$ cat config.mk
export PLATFORM = sky130hd
export DESIGN_NAME = dma_chan_seq
export DESIGN_NICKNAME = d
export VERILOG_FILES = /design/src/rtl/dmach_pkg.sv /design/src/rtl/dmach_tick.sv /design/src/rtl/dmach_cfg.sv /design/src/rtl/dmach_ctr.sv /design/src/rtl/dmach_seq.sv /design/src/rtl/dma_chan_seq.sv
export SDC_FILE = /design/constraint.sdc
export NUM_CORES = 1
export LEC_CHECK = 0
export BUFFER_PORTS_ARGS = -buffer_cell sky130_fd_sc_hd__buf_2
export CAP_MARGIN = 40
export CORE_MARGIN = 4
export CORE_UTILIZATION = 40
export DETAILED_ROUTE_END_ITERATION = 10
export GPL_ROUTABILITY_DRIVEN = 0
export MAX_ROUTING_LAYER = met4
export SYNTH_ARGS = -nofsm -noshare
export SYNTH_HDL_FRONTEND = slang
export SYNTH_SLANG_ARGS = --single-unit
$ cat constraint.sdc
create_clock -name clk -period 3.95 [get_ports clk]
set_clock_uncertainty 0.15 [all_clocks]
set_input_delay 0.395 -clock clk [delete_from_list [all_inputs] [get_ports clk]]
set_output_delay 0.395 -clock clk [all_outputs]
set_load 0.05 [all_outputs]
$ cat src/rtl/dmach_pkg.sv
package dmach_pkg;

    localparam int BYTE_W   = 8;
    localparam int WORD_W   = 2 * BYTE_W;
    localparam int WAIT_W   = 4;
    localparam int WAIT_LSB = 2;
    localparam int SEL_W    = 3;
    localparam int CFG_W    = WAIT_LSB + WAIT_W;
    localparam int N_PAIR   = 2;

    typedef enum logic [SEL_W-1:0] {
        SEL_ADDR   = 3'd0,
        SEL_CNT    = 3'd1,
        SEL_MODE   = 3'd2,
        SEL_TIM8   = 3'd3,
        SEL_TIM16  = 3'd4,
        SEL_MASK   = 3'd5,
        SEL_PTRCLR = 3'd6,
        SEL_SPARE  = 3'd7
    } reg_sel_e;

    typedef enum logic [1:0] {
        ST_IDLE = 2'd0,
        ST_REQ  = 2'd1,
        ST_XFER = 2'd2
    } seq_state_e;

    typedef struct packed {
        logic wide;
        logic down;
        logic autoinit;
    } mode_t;

    typedef struct packed {
        logic [WAIT_W-1:0] wait8;
        logic [WAIT_W-1:0] wait16;
        logic              fast;
    } timing_t;

    function automatic logic [WAIT_W-1:0] pick_wait(input timing_t t, input mode_t m);
        return m.wide ? t.wait16 : t.wait8;
    endfunction

endpackage

$ cat src/rtl/dmach_tick.sv
module dmach_tick (
    input  logic clk,
    input  logic rst,
    input  logic fast,
    output logic tick
);
    logic phase_q;

    always_ff @(posedge clk) begin
        if (rst) phase_q <= 1'b0;
        else     phase_q <= ~phase_q;
    end

    assign tick = fast | phase_q;
endmodule

$ cat src/rtl/dmach_cfg.sv
module dmach_cfg
    import dmach_pkg::*;
(
    input  logic                clk,
    input  logic                rst,
    input  logic                we,
    input  logic [SEL_W-1:0]    sel,
    input  logic [CFG_W-1:0]    wdata,
    input  logic                set_mask,
    output mode_t               mode,
    output timing_t             timing,
    output logic                mask,
    output logic [N_PAIR-1:0]   wr_lo,
    output logic [N_PAIR-1:0]   wr_hi
);
    logic ptr_q;
    logic pair_wr;

    assign pair_wr = we && (sel == SEL_ADDR || sel == SEL_CNT);

    for (genvar i = 0; i < N_PAIR; i++) begin : g_strobe
        assign wr_lo[i] = we && (sel == SEL_W'(i)) && !ptr_q;
        assign wr_hi[i] = we && (sel == SEL_W'(i)) &&  ptr_q;
    end

    always_ff @(posedge clk) begin
        if (rst) begin
            ptr_q  <= 1'b0;
            mode   <= '0;
            timing <= '0;
            mask   <= 1'b1;
        end else begin
            if (we && sel == SEL_PTRCLR) ptr_q <= 1'b0;
            else if (pair_wr)            ptr_q <= ~ptr_q;

            if (we && sel == SEL_MODE) begin
                mode.autoinit <= wdata[0];
                mode.down     <= wdata[1];
                mode.wide     <= wdata[2];
            end
            if (we && sel == SEL_TIM8) begin
                timing.fast  <= wdata[0];
                timing.wait8 <= wdata[WAIT_LSB +: WAIT_W];
            end
            if (we && sel == SEL_TIM16)
                timing.wait16 <= wdata[WAIT_LSB +: WAIT_W];

            if (set_mask)                    mask <= 1'b1;
            else if (we && sel == SEL_MASK)  mask <= wdata[0];
        end
    end


    ptr_toggle_chk: assert property (@(posedge clk) disable iff (rst)
        (pair_wr && !(we && sel == SEL_PTRCLR)) |=> (ptr_q != $past(ptr_q)));
endmodule

$ cat src/rtl/dmach_ctr.sv
module dmach_ctr
    import dmach_pkg::*;
#(
    parameter int W = WORD_W
) (
    input  logic                        clk,
    input  logic                        rst,
    input  logic [N_PAIR-1:0]           wr_lo,
    input  logic [N_PAIR-1:0]           wr_hi,
    input  logic [BYTE_W-1:0]           wdata,
    input  logic                        step,
    input  logic                        down,
    input  logic                        reload,
    output logic [N_PAIR-1:0][W-1:0]    cur
);
    localparam int HALF = W / 2;

    for (genvar i = 0; i < N_PAIR; i++) begin : g_pair
        logic [W-1:0] base_q;
        logic [W-1:0] cur_q;
        logic [W-1:0] stepped;

        if (i == 0) begin : g_addr
            assign stepped = down ? cur_q - W'(1) : cur_q + W'(1);
        end else begin : g_count
            assign stepped = cur_q - W'(1);
        end

        always_ff @(posedge clk) begin
            if (rst) begin
                base_q <= '0;
                cur_q  <= '0;
            end else begin
                if (wr_lo[i]) base_q[HALF-1:0] <= wdata[HALF-1:0];
                if (wr_hi[i]) base_q[W-1:HALF] <= wdata[HALF-1:0];

                if (reload)         cur_q <= base_q;
                else if (step)      cur_q <= stepped;
                else begin
                    if (wr_lo[i]) cur_q[HALF-1:0] <= wdata[HALF-1:0];
                    if (wr_hi[i]) cur_q[W-1:HALF] <= wdata[HALF-1:0];
                end
            end
        end

        assign cur[i] = cur_q;


        reload_copy_chk: assert property (@(posedge clk) disable iff (rst)
            (reload && wr_lo[i] == 1'b0 && wr_hi[i] == 1'b0) |=> (cur_q == base_q));
    end
endmodule

$ cat src/rtl/dmach_seq.sv
module dmach_seq
    import dmach_pkg::*;
(
    input  logic              clk,
    input  logic              rst,
    input  logic              tick,
    input  logic              dreq,
    input  logic              mask,
    input  logic              grant,
    input  logic              bus_ready,
    input  logic [WAIT_W-1:0] wait_sel,
    input  logic              cnt_zero,
    output logic              bus_req,
    output logic              dack,
    output logic              cyc_stb,
    output logic              tc,
    output logic              done
);
    seq_state_e        state_q;
    logic [WAIT_W-1:0] wcnt_q;

    always_ff @(posedge clk) begin
        if (rst) begin
            state_q <= ST_IDLE;
            wcnt_q  <= '0;
        end else if (tick) begin
            unique case (state_q)
                ST_IDLE: if (dreq && !mask) state_q <= ST_REQ;
                ST_REQ: if (grant) begin
                    state_q <= ST_XFER;
                    wcnt_q  <= wait_sel;
                end
                ST_XFER: begin
                    if (wcnt_q != '0)   wcnt_q  <= wcnt_q - 1'b1;
                    else if (bus_ready) state_q <= ST_IDLE;
                end
                default: state_q <= ST_IDLE;
            endcase
        end
    end

    assign bus_req = (state_q != ST_IDLE);
    assign cyc_stb = (state_q == ST_XFER);
    assign dack    = cyc_stb && grant;
    assign tc      = cyc_stb && cnt_zero;
    assign done    = cyc_stb && tick && (wcnt_q == '0) && bus_ready;


    wait_hold_chk: assert property (@(posedge clk) disable iff (rst)
        (cyc_stb && tick && wcnt_q != '0) |=> cyc_stb);

    ready_hold_chk: assert property (@(posedge clk) disable iff (rst)
        (cyc_stb && !bus_ready) |=> cyc_stb);

    dack_grant_chk: assert property (@(posedge clk) disable iff (rst)
        dack |-> (grant && bus_req));

    start_after_grant_chk: assert property (@(posedge clk) disable iff (rst)
        $rose(cyc_stb) |-> $past(grant && tick));

    idle_tick_chk: assert property (@(posedge clk) disable iff (rst)
        (!tick && state_q == ST_IDLE) |=> (state_q == ST_IDLE));
endmodule

$ cat src/rtl/dma_chan_seq.sv
module dma_chan_seq
    import dmach_pkg::*;
(
    input  logic        clk,
    input  logic        rst,
    input  logic        reg_we,
    input  logic [2:0]  reg_sel,
    input  logic [7:0]  reg_wdata,
    input  logic        dreq,
    input  logic        grant,
    input  logic        bus_ready,
    output logic        bus_req,
    output logic        dack,
    output logic        cyc_stb,
    output logic        tc,
    output logic [15:0] addr_out
);
    mode_t                          mode;
    timing_t                        timing;
    logic                           mask;
    logic [N_PAIR-1:0]              wr_lo;
    logic [N_PAIR-1:0]              wr_hi;
    logic                           tick;
    logic                           done;
    logic                           cnt_zero;
    logic                           reload;
    logic                           set_mask;
    logic [N_PAIR-1:0][WORD_W-1:0]  cur;

    assign cnt_zero = (cur[1] == '0);
    assign reload   = done && cnt_zero &&  mode.autoinit;
    assign set_mask = done && cnt_zero && !mode.autoinit;

    dmach_cfg u_cfg (
        .clk      (clk),
        .rst      (rst),
        .we       (reg_we),
        .sel      (reg_sel),
        .wdata    (reg_wdata[CFG_W-1:0]),
        .set_mask (set_mask),
        .mode     (mode),
        .timing   (timing),
        .mask     (mask),
        .wr_lo    (wr_lo),
        .wr_hi    (wr_hi)
    );

    dmach_tick u_tick (
        .clk  (clk),
        .rst  (rst),
        .fast (timing.fast),
        .tick (tick)
    );

    dmach_ctr #(.W(WORD_W)) u_ctr (
        .clk    (clk),
        .rst    (rst),
        .wr_lo  (wr_lo),
        .wr_hi  (wr_hi),
        .wdata  (reg_wdata),
        .step   (done),
        .down   (mode.down),
        .reload (reload),
        .cur    (cur)
    );

    dmach_seq u_seq (
        .clk       (clk),
        .rst       (rst),
        .tick      (tick),
        .dreq      (dreq),
        .mask      (mask),
        .grant     (grant),
        .bus_ready (bus_ready),
        .wait_sel  (pick_wait(timing, mode)),
        .cnt_zero  (cnt_zero),
        .bus_req   (bus_req),
        .dack      (dack),
        .cyc_stb   (cyc_stb),
        .tc        (tc),
        .done      (done)
    );

    assign addr_out = cur[0];


    mask_after_tc_chk: assert property (@(posedge clk) disable iff (rst)
        (done && tc && !mode.autoinit) |=> (mask && cur[1] == '1));

    rearm_mask_chk: assert property (@(posedge clk) disable iff (rst)
        (done && tc && mode.autoinit && !(reg_we && reg_sel == SEL_MASK)) |=> $stable(mask));

    masked_idle_chk: assert property (@(posedge clk) disable iff (rst)
        (mask && !bus_req) |=> !bus_req);

    tc_in_cycle_chk: assert property (@(posedge clk) disable iff (rst)
        tc |-> cyc_stb);
endmodule

==> impl_metrics.csv <==
group,metric,value,unit
timing,min_period_over_period,74.5,%
clock_tree,cts.clk_slew.worst_paths,0.07,ns
yosys,synth_cell_types,67,
yosys,ys_ff_latch,85,
yosys,synth_top_area_share,34.9,%
timing,min_period,2.94,ns
yosys,async_flop_share,0,%
setup_path,rrSetupSlack,1.01,ns
floorplanning,die_y,118,um
run,cap_violations,0,
hold_path,min_from,"reg_we",
hold_path,min_path_type,"in -> reg",
routing,drc,0,
clock_tree,clockRootBuffer,"clkbuf_16",
setup_path,worstPathMaxFanout,17,
yosys,ys_top_cells_by_area,"dfxtp_1 (35%), nand2_1 (9.0%), a21oi_1 (6.6%), ha_1 (4.6%), nor2_1 (4.0%)",
setup_path,critPathKind,"reg -> reg",
clock_tree,cts_setup_buffers,0,
timing,setup_violations,0,
setup_path,crit_top_cell,"a211oi_1",
finish,fin_util,44.9,%
pwr,peakVddDrop,0.295,mV
routing,wirelength,13.0,mm
setup_path,r2r_end,"u_ctr.g_pair[0].cur_q[12]",
routing,ant_nets,0,
floorplanning,dieArea,14000,um^2
grt,grt.total_usage,19.2,%
routing,via_count,4377,
clock_tree,cts_max_path_buffers,2,
grt,grt_start_max_net_pins,55,
yosys,ys_seq_area_share,34.9,%
outcome,status,"complete, no violations",
timing,rsz0062_at_grt,"false",
grt,first_global_vias,4028,
routing,vias_per_cell,5.73,
placement,dp_hpwl,9.05,mm
clock_tree,cts_buffers,9,
timing,worst_pin_slew,0.883,ns
clock_tree,cts_resized,0,
finish,area_delta_synth_final,10.1,%
timing,drv_slew,0,
floorplanning,die_w,118,um
timing,setup_tns,0,ns
setup_path,crit_chain,"ha_1, a211oi_1, o21ai_0, a21oi_1, o21bai_1, a21o_1, xnor2_1, a211oi_1",
yosys,syn-num-nets,646,
pwr,p_leak,2.12,nW
setup_path,r2r_start,"u_cfg.mode[1]",
routing,wl_per_cell,17.0,um
timing,whs,0.183,ns
yosys,synth_edf_count,0,
yosys,syn_inst,610,
grt,grt_first_pass_wirelength,20.9,mm
yosys,ys.flop_type,"dfxtp_1",
floorplanning,core,12000,um^2
grt,antenna_found_initial,0,
finish,antenna_cells,0,
setup_path,crit_arrival,3.07,ns
timing,fin_ws,1.01,ns
setup_path,reg2reg_depth,8,
timing,finalHoldViolCount,0,
setup_path,cp.required,4.07,ns
setup_path,cp-start-kind,"flip-flop",
clock_tree,cts_hold_buf,0,
yosys,ys.warnings.count,0,
timing,timing.fmax,340,MHz
clock_tree,worstSkewPairLatency,0.35,ns
setup_path,slowest_delay,0.77,ns
clock_tree,cts_tree,"done",
clock_tree,clock_sinks,85,
setup_path,startpoint,"u_cfg.mode[1]",
routing,first_pass_iters,5,
clock_tree,h-tree-depth,3,
placement,port_buffers,36,
routing,drtIter0Drc,360,
yosys,synth_top_cell_by_area,"dfxtp_1",
floorplanning,start_util,40.8,%
setup_path,endpoint_kind,"flip-flop",
placement,place_ws,1.05,ns
setup_path,critPathSlowestCell,"dfxtp_1",
floorplanning,rows,40,
yosys,synth.avg_cell_area,8.00,um^2
floorplanning,io_pins,37,
yosys,synth_area,4880,um^2
finish,final_nets,648,
setup_path,endpoint,"u_ctr.g_pair[0].cur_q[12]",
pwr,power_density,383,nW/um^2
finish,drive_gt1_share,13.0,%
timing,maxSlewHeadroom,40.6,%
grt,grt_overflow_total,0,
[sequential cells by signal (all words and copies together), names as in the netlist]
signal               flops
u_cfg.mask               1
u_cfg.mode               3
u_cfg.ptr_q              1
u_cfg.timing             9
u_ctr.g_pair.base_q     32
u_ctr.g_pair.cur_q      32
u_seq.state_q            2
u_seq.wcnt_q             4
u_tick.phase_q           1
[cells in the final DEF, fill, tap and decap left out, types with 5 or more instances in the layout]
cell         n
clkbuf_16    9
nor2_1      52
xnor2_1     16
nand3_1      8
nor3_1      11
buf_4        5
a31o_2       6
nand2_1    117
inv_1        8
dfxtp_1     85
a211oi_1    25
ha_1        18
a21oi_1     64
buf_2       36
xor2_1       5
mux2i_1     18
a21o_1       8
nand4_1      5
a31oi_1      5
a311oi_1    15
o21ai_0     17
[kinds of logic (layout without fill, tap and decap cells)]
group	Yosys count	after routing	synth area share, %
compound gates	171	171	23.2
xor+xnor	21	21	3.77
fa+ha+maj	19	19	5.03
buf+inv	60	67	6.36
flops	85	85	34.9
mux	20	20	4.16
simple gates	234	234	22.6
[cells in the mapped netlist, drive strengths merged, types with 15 or more instances]
library cell    n
ha             18
mux2i          18
a21oi          64
nor2           52
xnor2          16
a311oi         15
a211oi         26
nand2         117
clkbuf         25
dfxtp          85
buf            26
o21ai          18
[metal layers]
layer	up-vias	track usage (%)	part of all wire (%)	wire (um)
met4	0	5.21	1.6	209
met2	120	28.7	45	5870
met1	2052	25.2	47	6160
li1	2187	-	-	-
met3	18	5.79	5.8	756
met5	-	-	0	0
[metrics by stage]
step                      std cells  cell area [um^2]  power, mW
after global placement          747              5000       1.07
after detailed placement        748              5020       1.08
after CTS                       764              5370       2.07
final                           764              5370       2.06
after global routing            764              5370       2.13
after floorplan                 610              4880       1.03
[worst min path at each step]
stage / endpoint / slack (ns) / cells past startpoint
2_1_floorplan: u_tick.phase_q / 0.28 / 1
3_3_place_gp: u_tick.phase_q / 0.29 / 1
3_5_place_dp: u_ctr.g_pair[1].base_q[3] / 0.29 / 2
4_1_cts: u_cfg.ptr_q / 0.17 / 2
5_1_grt: u_cfg.ptr_q / 0.21 / 2
6_report: u_cfg.ptr_q / 0.18 / 2
[worst max-delay path, delay by kind of cell (launching register included)]
family / cells / cell delay (ns)
AO/OA/AOI/OAI: 6 / 1.39
flip-flops: 1 / 0.77
adder cells (fa/ha/maj): 1 / 0.42
XOR/XNOR: 1 / 0.13
[cell type report]
| type | count | area [um^2] |
|---|---|---|
| clock buffers | 9 | 225 |
| clock inverters | 7 | 124 |
| fillers | 1205 | 6590 |
| inverters | 9 | 33.8 |
| multi-input cells | 465 | 2870 |
| flip-flops and latches | 85 | 1700 |
| well taps | 147 | 184 |
| repair buffers | 42 | 238 |
[power breakdown]
part           switching (mW)  internal, mW  total [mW]  leakage (nW)
logic                   0.111        0.0645       0.175          1.27
clock network           0.378         0.621       0.999         0.166
registers              0.0137         0.870       0.883         0.687
Power figures use the tool's default switching activity.
